### config.mk
export PLATFORM = sky130hd
export DESIGN_NAME = pcx_cfg_xlate
export DESIGN_NICKNAME = d
export VERILOG_FILES = /design/src/rtl/pcx_pkg.sv /design/src/rtl/pcx_lowbit_enc.sv /design/src/rtl/pcx_decode.sv /design/src/rtl/pcx_out_reg.sv /design/src/rtl/pcx_cfg_xlate.sv
export SDC_FILE = /design/constraint.sdc
export NUM_CORES = 1
export LEC_CHECK = 0
export BUFFER_PORTS_ARGS = -buffer_cell sky130_fd_sc_hd__buf_2
export CORE_ASPECT_RATIO = 0.75
export CORE_UTILIZATION = 42
export CTS_BUF_LIST = sky130_fd_sc_hd__clkbuf_2 sky130_fd_sc_hd__clkbuf_4 sky130_fd_sc_hd__clkbuf_8
export DETAILED_ROUTE_END_ITERATION = 10
export PLACE_DENSITY = 0.83
export SLEW_MARGIN = 10
export SYNTH_ARGS = -nofsm -noshare
export SYNTH_HDL_FRONTEND = slang
export SYNTH_SLANG_ARGS = --single-unit
### constraint.sdc
create_clock -name clk -period 5.1 [get_ports clk]
set_input_delay 0.255 -clock clk [delete_from_list [all_inputs] [get_ports clk]]
set_output_delay 0.255 -clock clk [all_outputs]
set_load 0.05 [all_outputs]
### src/rtl/pcx_pkg.sv
package pcx_pkg;
  typedef enum logic [1:0] {
    SZ_BYTE = 2'd0,
    SZ_HALF = 2'd1,
    SZ_WORD = 2'd2,
    SZ_RSVD = 2'd3
  } size_code_e;

  function automatic logic [31:0] fill_for(input logic [1:0] sz);
    case (sz)
      SZ_BYTE: fill_for = 32'h0000_00FF;
      SZ_HALF: fill_for = 32'h0000_FFFF;
      default: fill_for = 32'hFFFF_FFFF;
    endcase
  endfunction
endpackage

### src/rtl/pcx_lowbit_enc.sv
module pcx_lowbit_enc #(
  parameter int W  = 21,
  parameter int IW = $clog2(W)
) (
  input  logic [W-1:0]  vec,
  output logic          found,
  output logic [IW-1:0] idx
);
  always_comb begin
    found = 1'b0;
    idx   = '0;
    for (int i = W - 1; i >= 0; i--) begin
      if (vec[i]) begin
        found = 1'b1;
        idx   = IW'(i);
      end
    end
  end
endmodule

### src/rtl/pcx_decode.sv
module pcx_decode
  import pcx_pkg::*;
#(
  parameter int OFS_W     = 19,
  parameter int BUS_W     = 8,
  parameter int SEL_LSB   = 11,
  parameter int SLOT_BASE = 12,
  parameter int DEV_W     = 5
) (
  input  logic [OFS_W-1:0] ofs,
  input  logic [31:0]      map_cfg,
  input  logic [1:0]       size,
  input  logic [BUS_W-1:0] bus,
  output logic             unsup,
  output logic             sel_bad,
  output logic [31:0]      addr_out
);
  localparam int SEL_W = 32 - SEL_LSB;
  localparam int IW    = $clog2(SEL_W);
  localparam int SKIP  = SLOT_BASE - SEL_LSB;
  localparam int PAD_W = 31 - 16 - BUS_W;

  logic [31:0]      inner;
  logic             hit;
  logic [IW-1:0]    pos;
  logic [DEV_W-1:0] dev;

  assign inner = {map_cfg[15:0], ofs[15:0]};

  pcx_lowbit_enc #(.W(SEL_W), .IW(IW)) u_enc (
    .vec  (inner[31:SEL_LSB]),
    .found(hit),
    .idx  (pos)
  );

  assign unsup   = map_cfg[16] || (size == SZ_RSVD);
  assign sel_bad = !hit || (int'(pos) < SKIP);
  assign dev     = DEV_W'(int'(pos) - SKIP);

  generate
    if (PAD_W > 0) begin : g_pad
      assign addr_out = {1'b1, {PAD_W{1'b0}}, bus, dev, inner[10:8], inner[7:2], 2'b00};
    end else begin : g_nopad
      assign addr_out = {1'b1, bus[BUS_W-1:0], dev, inner[10:8], inner[7:2], 2'b00};
    end
  endgenerate
endmodule

### src/rtl/pcx_out_reg.sv
module pcx_out_reg
  import pcx_pkg::*;
(
  input  logic        clk,
  input  logic        rst,
  input  logic        acc,
  input  logic        is_wr,
  input  logic [1:0]  size,
  input  logic        unsup,
  input  logic        sel_bad,
  input  logic [31:0] addr_in,
  output logic        done,
  output logic        go,
  output logic        wr_q,
  output logic        abort,
  output logic        sel_err,
  output logic [31:0] addr_q,
  output logic [31:0] fill_q,
  output logic        clr_q
);
  logic ok, rej_rd;
  assign ok     = !unsup && !sel_bad;
  assign rej_rd = !ok && !is_wr;

  always_ff @(posedge clk) begin
    if (rst) begin
      done    <= 1'b0;
      go      <= 1'b0;
      wr_q    <= 1'b0;
      abort   <= 1'b0;
      sel_err <= 1'b0;
      addr_q  <= '0;
      fill_q  <= '0;
      clr_q   <= 1'b0;
    end else begin
      done    <= acc;
      go      <= acc && ok;
      clr_q   <= acc && ok;
      wr_q    <= acc && is_wr;
      abort   <= acc && unsup;
      sel_err <= acc && !unsup && sel_bad;
      addr_q  <= (acc && ok) ? addr_in : '0;
      fill_q  <= (acc && rej_rd) ? fill_for(size) : '0;
    end
  end

  // result one cycle after each strobe, none without one
  a_r2_done_follows: assert property (@(posedge clk) disable iff (rst) acc |=> done);
  a_r2_no_spurious:  assert property (@(posedge clk) disable iff (rst) !acc |=> !done);
  // exactly one outcome per result
  a_r9_one_outcome:  assert property (@(posedge clk) disable iff (rst)
                       done |-> $countones({go, abort, sel_err}) == 1);
  // status clear only with an issued address
  a_r10_clr_issue:   assert property (@(posedge clk) disable iff (rst)
                       clr_q |-> (go && addr_q[31]));
  // enable bit only on issued cycles
  a_r7_enable_go:    assert property (@(posedge clk) disable iff (rst) addr_q[31] |-> go);
  // writes never carry fill
  a_r4_write_nofill: assert property (@(posedge clk) disable iff (rst)
                       (done && wr_q) |-> fill_q == 32'h0);
endmodule

### src/rtl/pcx_cfg_xlate.sv
module pcx_cfg_xlate
  import pcx_pkg::*;
#(
  parameter int OFS_W     = 19,
  parameter int BUS_W     = 8,
  parameter int SEL_LSB   = 11,
  parameter int SLOT_BASE = 12
) (
  input  logic             clk,
  input  logic             rst,
  input  logic             acc_rd,
  input  logic             acc_wr,
  input  logic [1:0]       acc_size,
  input  logic [OFS_W-1:0] acc_ofs,
  input  logic [31:0]      map_cfg,
  input  logic [BUS_W-1:0] bus_num,
  output logic             done,
  output logic             cfg_go,
  output logic             cfg_write,
  output logic             cfg_abort,
  output logic             idsel_err,
  output logic [31:0]      cfg_addr,
  output logic [31:0]      rd_fill,
  output logic             clr_status
);
  localparam int DEV_W = 5;

  logic        unsup, sel_bad;
  logic [31:0] addr_c;

  pcx_decode #(
    .OFS_W(OFS_W), .BUS_W(BUS_W), .SEL_LSB(SEL_LSB),
    .SLOT_BASE(SLOT_BASE), .DEV_W(DEV_W)
  ) u_dec (
    .ofs     (acc_ofs),
    .map_cfg (map_cfg),
    .size    (acc_size),
    .bus     (bus_num),
    .unsup   (unsup),
    .sel_bad (sel_bad),
    .addr_out(addr_c)
  );

  pcx_out_reg u_out (
    .clk    (clk),
    .rst    (rst),
    .acc    (acc_rd || acc_wr),
    .is_wr  (acc_wr),
    .size   (acc_size),
    .unsup  (unsup),
    .sel_bad(sel_bad),
    .addr_in(addr_c),
    .done   (done),
    .go     (cfg_go),
    .wr_q   (cfg_write),
    .abort  (cfg_abort),
    .sel_err(idsel_err),
    .addr_q (cfg_addr),
    .fill_q (rd_fill),
    .clr_q  (clr_status)
  );
endmodule

; ---- Word-level counts from Yosys, hierarchy flattened
; Index checks and enable logic that the tools add are counted.
[word_totals]
inputBits = 65
ff_bits = 69
out_inout_bits = 70
word_cells = 77
[classes]
eq_ne = 2
reduce_logical = 19
n_mux = 44
order_cmp = 1
bitwise_logic = 2
n_addsub = 1
[ops]
columns = operator, n
row1 = two-way mux 5 bit, 21
row2 = one-hot mux 32 bit (2 select lines), 1
row3 = two-way mux 32 bit, 1
row4 = two-way mux 1 bit, 21
row5 = logical AND 1 bit, 8
row6 = logical NOT 1 bit, 5
row7 = "< comparator 5 x 1 -> 1 bit, second input constant", 1
row8 = "subtractor 5 x 1 -> 5 bit, second input constant", 1
row9 = OR reduction 2 bit, 2
row10 = logical OR 1 bit, 3
row11 = "== test 2 x 1 -> 1 bit, second input constant", 1
row12 = "== test 2 bit, second input constant", 1
row13 = logical NOT 2 bit, 1
row14 = NOT 1 bit, 2

; ---- Logic depth before layout (Yosys ltp)
; Gate-level depths: netlist of the first run.
[logic_depth]
ltp_word = 30
ltp_mapped = 8
depth_no_buf = 8

; ---- Cells and area by module
; From an unflattened synthesis of the first run, not the netlist that was laid out.
[unflattened]
hier_cells = 199
area_unflattened_um2 = 1895.6
[modules_own_cells]
columns = mod, n_inst, seq_area_each_um2, area_per_inst_um2, cells_each
row1 = pcx_out_reg, 1, 800.8, 1357.6, 116
row2 = pcx_decode, 1, 0.0, 297.8, 41
row3 = pcx_lowbit_enc, 1, 0.0, 234.0, 41
row4 = pcx_cfg_xlate, 1, 0.0, 6.3, 1

; ---- Worst setup path after synthesis of the first run
; No wires, ideal clock.
[synth_path]
kind = input to register
from = input port map_cfg[2]
to = register u_out.addr_q[15]
t_arrival_ns = 1.723
required_time_ns = 5.020
path_buffers = 0
path_slack_ns = 3.297
path_stages = 6
setup_ns = 0.080
path_cell_list = or4_1 -> o21ai_1 -> ha_1 -> mux2i_1 -> a32oi_1 -> nor3b_1
[synth_between]
elab_chain_cells = 15
elab_cells_between_ends = 25
cone_classes = add/sub: 1 / order compare: 1 / mux: 16 / bitwise: 1 / reduce/logical: 6
[synth_rtl]
columns = item, line_no
row1 = from (decl), pcx_cfg_xlate.sv:15  ; input logic [31:0] map_cfg,
row2 = two-way mux 5 bit / two-way mux 1 bit (equally long branches) (8 in a row), pcx_lowbit_enc.sv:13  ; if (vec[i]) begin
row3 = < comparator 5 x 1 -> 1 bit / logical NOT 1 bit (equally long branches), pcx_decode.sv:37  ; assign sel_bad = !hit || (int'(pos) < SKIP);
row4 = logical OR 1 bit, pcx_decode.sv:37
row5 = logical NOT 1 bit, pcx_out_reg.sv:22  ; assign ok = !unsup && !sel_bad;
row6 = logical AND 1 bit, pcx_out_reg.sv:22
row7 = logical AND 1 bit, pcx_out_reg.sv:42  ; addr_q <= (acc && ok) ? addr_in : '0;
row8 = NOT 1 bit (no line), -
row9 = OR reduction 2 bit (no line), -
row10 = to (signal assigned), pcx_out_reg.sv:42
row11 = to (decl), pcx_out_reg.sv:17  ; output logic [31:0] addr_q,
; Several ways; a longest one is shown, not always the timed one.
; A chain may end at the register's enable or synchronous reset.

; ---- Final worst setup path of the first run
[layout_path]
from = input port map_cfg[13]
to = register u_out.addr_q[15]
[layout_between]
elab_chain_cells = 26
elab_cells_between_ends = 47
cone_classes = add/sub: 1 / order compare: 1 / mux: 38 / bitwise: 1 / reduce/logical: 6
[layout_rtl]
columns = item, line_no
row1 = two-way mux 5 bit / two-way mux 1 bit (equally long branches) (19 in a row), pcx_lowbit_enc.sv:13
row2 = < comparator 5 x 1 -> 1 bit / logical NOT 1 bit (equally long branches), pcx_decode.sv:37
row3 = logical OR 1 bit, pcx_decode.sv:37
row4 = logical NOT 1 bit, pcx_out_reg.sv:22
row5 = logical AND 1 bit, pcx_out_reg.sv:22
row6 = logical AND 1 bit, pcx_out_reg.sv:42
row7 = NOT 1 bit (no line), -
row8 = OR reduction 2 bit (no line), -
; Several ways; a longest one is shown, not always the timed one.

==> impl_metrics.json, run 1 <==
{
  "setup_viol": 0,
  "cts_sinks": 30,
  "design.core.area_um2": 3450,
  "wl_per_cell_um": 10.2,
  "fmax_mhz": 531,
  "grt-ovfl-total": 0,
  "placed_cells": 292,
  "hold_viol": 0,
  "ys_ff_latch": 30,
  "synth_top_flop_cell": "dfxtp_1",
  "drt_iter0_markers": 36,
  "path_class": "in2reg",
  "clk_path_buf_depth": 2,
  "min_from": "rst",
  "port_buffers": 105,
  "hp-class": "in2reg",
  "wl_um": 3060,
  "ys_async_sr_fraction_pct": 0,
  "grt_pass1_vias": 1165,
  "slew_violations": 0,
  "start_kind": "input port",
  "dieWidth_um": 72.8,
  "netlist_instances": 171,
  "die_y_um": 55.1,
  "grt_pass1_wl_um": 4740,
  "drc_errors": 0,
  "syn_to_final_growth_pct": 24.7,
  "cts_tree": "built",
  "fillCellCount": 328,
  "end_kind": "register",
  "postPlaceCellArea_um2": 1880,
  "fp-row-count": 18,
  "clk_pin_slew_worst_paths_ps": 60,
  "status": "completed",
  "syn_area_um2": 1580,
  "critPathMaxFanout": 23,
  "gp_congestion": 0.868,
  "hold_ws_ps": 186,
  "critPathLaunch": "map_cfg[13]",
  "period_minus_slack_ps": 1880,
  "fin_nets": 315,
  "syn_area_per_cell_um2": 9.24,
  "stdcell_count": 300,
  "final_common_cell": "buf_2",
  "dp_hpwl_um": 2480,
  "ys_warn_count": 0,
  "numCtsBuffers": 5,
  "final_area_um2": 1970,
  "cp.required_ps": 5300,
  "fin_crit_sh_pct": 36.9,
  "setup_slack_ps": 3220,
  "cts_resized": 0,
  "pre_cts_ws_ps": 2920,
  "routed_via_density": 4.61,
  "rsz0062_at_grt": "false",
  "whs_path_depth": 2,
  "track_usage_pct": 15.8,
  "slew_headroom_pct": 53.2,
  "cp.arrival_ps": 2080,
  "worstMarginPinSlew_ps": 695,
  "cellPowerDensity_nw_per_um2": 295,
  "drt_pass1_iterations": 5,
  "cts_root_buffer": "clkbuf_8",
  "diodes": 0,
  "drv_cap": 0,
  "post-route-util_pct": 57.2,
  "ios": 135,
  "whs_endpoint": "u_out.wr_q$_SDFF_PP0_",
  "htree_levels": 2,
  "layout-drive-gt1-share_pct": 55.6,
  "power.leakage_nw": 1.07,
  "num_vias": 1384,
  "synth_seq_area_share_pct": 38.0,
  "initial_core_util_pct": 45.9,
  "yosysUniqueCellTypes": 41,
  "ant_nets": 0,
  "antenna_found_initial": 0,
  "setup_tns_ps": 0,
  "die-area_um2": 4010,
  "synth_edf_count": 0,
  "grt_max_degree": 24,
  "peakVddDrop_v": 0.000147,
  "hold_buffers": 0,
  "postCtsSetupBuffers": 0,
  "final_cell_mix": "buf_2, dfxtp_1, and2_4",
  "p_total_mw": 0.582
}
-- critical path, stage by stage --
cell,delay [ps]
buf_2,110
nand2b_1,140
a221o_1,330
a22oi_1,220
a41oi_2,200
nand3_2,140
nor2b_4,460
nor3b_1,220
-- how the worst max path moves through the flow --
stage	cells after the start	endpoint	slack [ps]
floorplan	6	u_out.addr_q[15]$_SDFF_PP0_	3300
global placement	8	u_out.addr_q[15]$_SDFF_PP0_	2950
detailed placement	8	u_out.addr_q[15]$_SDFF_PP0_	2920
CTS	8	u_out.addr_q[15]$_SDFF_PP0_	3200
global route	9	u_out.addr_q[15]$_SDFF_PP0_	3080
finish	8	u_out.addr_q[15]$_SDFF_PP0_	3220
-- routing by layer --
metal  part of all wire (%)  global-route usage, %  wire length (um)  up-vias
li1                       -                      -                 -      687
met1                     44                   18.5              1340      623
met2                     46                   26.5              1410       71
met3                    9.7                   7.07               297        3
met4                   0.39                   4.90                12        0
met5                      0                      0                 0        -
-- registers in the layout, summed over array words and instances (netlist names) --
signal and count:
u_out.addr_q 23, u_out.fill_q 3, u_out.abort 1, u_out.done 1
u_out.sel_err 1, u_out.wr_q 1
-- kinds of logic (layout without fill, tap and decap cells) --
family / after synthesis / in the layout / share of synthesized area (%)
simple gates: 66 / 66 / 27.5
buf+inv: 46 / 117 / 21.4
other cells: 1 / 9 / 0.237
flops: 30 / 30 / 38.0
fa+ha+maj: 1 / 1 / 0.792
mux: 1 / 1 / 0.633
compound gates: 25 / 25 / 10.9
xor+xnor: 1 / 1 / 0.554
-- cell usage after synthesis (2+ instances only) --
library cell	count	area share (%)
nand2b_1	3	1.2
or4_1	2	0.95
buf_6	2	1.4
nor3_1	5	1.6
nor4_1	5	2.0
and2_1	3	1.2
nand2_1	5	1.2
inv_1	4	0.95
o21ai_1	3	0.95
buf_4	40	19
o31ai_1	2	0.95
and2_4	17	9.4
o21ai_0	3	0.95
dfxtp_1	30	38
nor2_1	13	3.1
nor2b_1	3	1.2
a21oi_1	6	1.9
or4_4	2	1.4
-- final cells by class --
| type | instances | area, um^2 | share of cell area, % |
|---|---|---|---|
| Clock buffer | 7 | 90.1 | 4.57 |
| Clock inverter | 1 | 5.00 | 0.254 |
| Inverter | 4 | 15.0 | 0.762 |
| Multi-Input combinational cell | 103 | 672 | 34.1 |
| Sequential cell | 30 | 601 | 30.5 |
| Tap cell | 50 | 62.6 | 3.17 |
| Timing Repair Buffer | 105 | 526 | 26.7 |
-- power by group --
group,total [mW],switching (mW),leakage (nW),internal (mW)
sequential,0.245,0.00288,0.244,0.242
clock,0.194,0.0803,0.0517,0.114
combinational,0.143,0.104,0.779,0.0392
total,0.582,0.187,1.07,0.395
(Power assumes the default switching activity.)
==> run 2: changes to the inputs <==
--- a/config.mk
+++ b/config.mk
@@ -7,10 +7,10 @@
 export LEC_CHECK = 0
 export BUFFER_PORTS_ARGS = -buffer_cell sky130_fd_sc_hd__buf_2
 export CORE_ASPECT_RATIO = 0.75
-export CORE_UTILIZATION = 42
+export CORE_UTILIZATION = 39
 export CTS_BUF_LIST = sky130_fd_sc_hd__clkbuf_2 sky130_fd_sc_hd__clkbuf_4 sky130_fd_sc_hd__clkbuf_8
 export DETAILED_ROUTE_END_ITERATION = 10
-export PLACE_DENSITY = 0.83
+export PLACE_DENSITY = 0.78
 export SLEW_MARGIN = 10
 export SYNTH_ARGS = -nofsm -noshare
 export SYNTH_HDL_FRONTEND = slang
==> constraint.sdc (replaced) <==
create_clock -name clk -period 1.8 [get_ports clk]
set_input_delay 0.09 -clock clk [delete_from_list [all_inputs] [get_ports clk]]
set_output_delay 0.09 -clock clk [all_outputs]
set_load 0.05 [all_outputs]
==> impl_metrics.json, run 2 (same netlist as run 1, synthesis figures left out) <==
{
  "status": "completed",
  "critPathSlowestCell": "a221o_1",
  "setup_viol": 0,
  "postCtsSetupBuffers": 0,
  "rsz0062_at_grt": "false",
  "routed_via_density": 4.42,
  "die-area_um2": 4310,
  "cpPeakStageDelay_ps": 330,
  "antenna_found_initial": 0,
  "design.core.area_um2": 3760,
  "met2_length_um": 1470,
  "final_area_um2": 2090,
  "setup_tns_ps": 0,
  "dp_hpwl_um": 2620,
  "end_kind": "register",
  "gp_congestion": 0.863,
  "cellPowerDensity_nw_per_um2": 801,
  "route.met3.wl_um": 331,
  "largest-register": "u_out.addr_q",
  "period_minus_slack_ps": 1620,
  "start_kind": "input port",
  "diodes": 0,
  "num_vias": 1402,
  "port_buffers": 105,
  "syn_to_final_growth_pct": 32.0,
  "hold_buffers": 0,
  "layout-drive-gt1-share_pct": 58.1,
  "cts_root_buffer": "clkbuf_8",
  "fillCellCount": 393,
  "hold_viol": 0,
  "numCtsBuffers": 5,
  "fin_nets": 330,
  "post-route-util_pct": 55.5,
  "fin_crit_sh_pct": 89.9,
  "drc_errors": 0,
  "drv_cap": 0,
  "stdcell_count": 317,
  "cts_resized": 0,
  "cts_tree": "built",
  "slew_violations": 0,
  "top_layer_used": "met4",
  "hp-class": "in2reg",
  "drt_pass1_iterations": 4,
  "top_regs": "u_out.addr_q (23), u_out.fill_q (3)",
  "final_cell_mix": "buf_2, dfxtp_1, and2_4",
  "dieWidth_um": 75.5,
  "grt_pass1_wl_um": 4920,
  "cts_sinks": 30,
  "initial_core_util_pct": 42.1,
  "track_usage_pct": 14.8,
  "fmax_mhz": 618,
  "cp.arrival_ps": 1810,
  "postPlaceCellArea_um2": 1990,
  "wl_per_cell_um": 9.71,
  "critPathMaxFanout": 3,
  "grt_pass1_vias": 1228,
  "ios": 135,
  "grt-ovfl-total": 0,
  "clk_pin_slew_worst_paths_ps": 60,
  "hold_ws_ps": 22.2,
  "route.layer.met1.wl_um": 1260,
  "htree_levels": 2,
  "placed_cells": 309,
  "pre_cts_ws_ps": -63.8,
  "grt_max_degree": 17,
  "ant_nets": 0,
  "cp_top_family": "compound AO/OA/AOI/OAI gates",
  "peakVddDrop_v": 0.000691,
  "wl_um": 3080,
  "p_total_mw": 1.67,
  "critPathBufInv": 1,
  "fp-row-count": 19,
  "path_class": "in2reg",
  "die_y_um": 57.1,
  "setup_slack_ps": 182,
  "cp.required_ps": 2000,
  "cp-endpoint": "u_out.addr_q[15]$_SDFF_PP0_",
  "final_common_cell": "buf_2",
  "crit_cells": 9,
  "critPathLaunch": "map_cfg[13]",
  "clk_path_buf_depth": 2,
  "power.leakage_nw": 1.15,
  "largest_reg_flops": 23,
  "drt_iter0_markers": 33,
  "crit_chain": "buf_2 -> nand2b_1 -> a221o_1 -> a22oi_1 -> a41oi_2 -> ha_1 -> mux2i_1 -> a32oi_1 -> nor3b_1"
}
==> run 2: power by group <==
| part | leakage [nW] | switching, mW | internal, mW |
|---|---|---|---|
| clock network | 0.0517 | 0.227 | 0.323 |
| logic | 0.853 | 0.297 | 0.131 |
| registers | 0.244 | 0.00797 | 0.685 |
| total | 1.15 | 0.531 | 1.14 |
==> run 2: cell type report <==
type / count / area (um^2) / share of cell area [%]
well taps: 52 / 65.1 / 3.12
inverters: 4 / 15.0 / 0.720
clock inverters: 1 / 5.00 / 0.240
flip-flops and latches: 30 / 601 / 28.8
multi-input cells: 103 / 672 / 32.2
repair buffers: 120 / 638 / 30.6
clock buffers: 7 / 90.1 / 4.32
==> run 2: worst min-delay path by stage <==
stage	from	endpoint	cells past startpoint	slack (ps)
after detailed placement	rst	u_out.wr_q$_SDFF_PP0_	2	310
after floorplan	rst	u_out.wr_q$_SDFF_PP0_	1	160
final	rst	u_out.wr_q$_SDFF_PP0_	2	20
after CTS	rst	u_out.wr_q$_SDFF_PP0_	2	10
after global placement	rst	u_out.wr_q$_SDFF_PP0_	2	300
after global routing	acc_ofs[7]	u_out.addr_q[7]$_SDFF_PP0_	2	20
==> run 2: layer usage <==
layer  track usage (%)  vias up
li1                  -      711
met1              17.7      601
met2              25.1       87
met3              5.65        3
met4              3.17        0
met5                 0        -
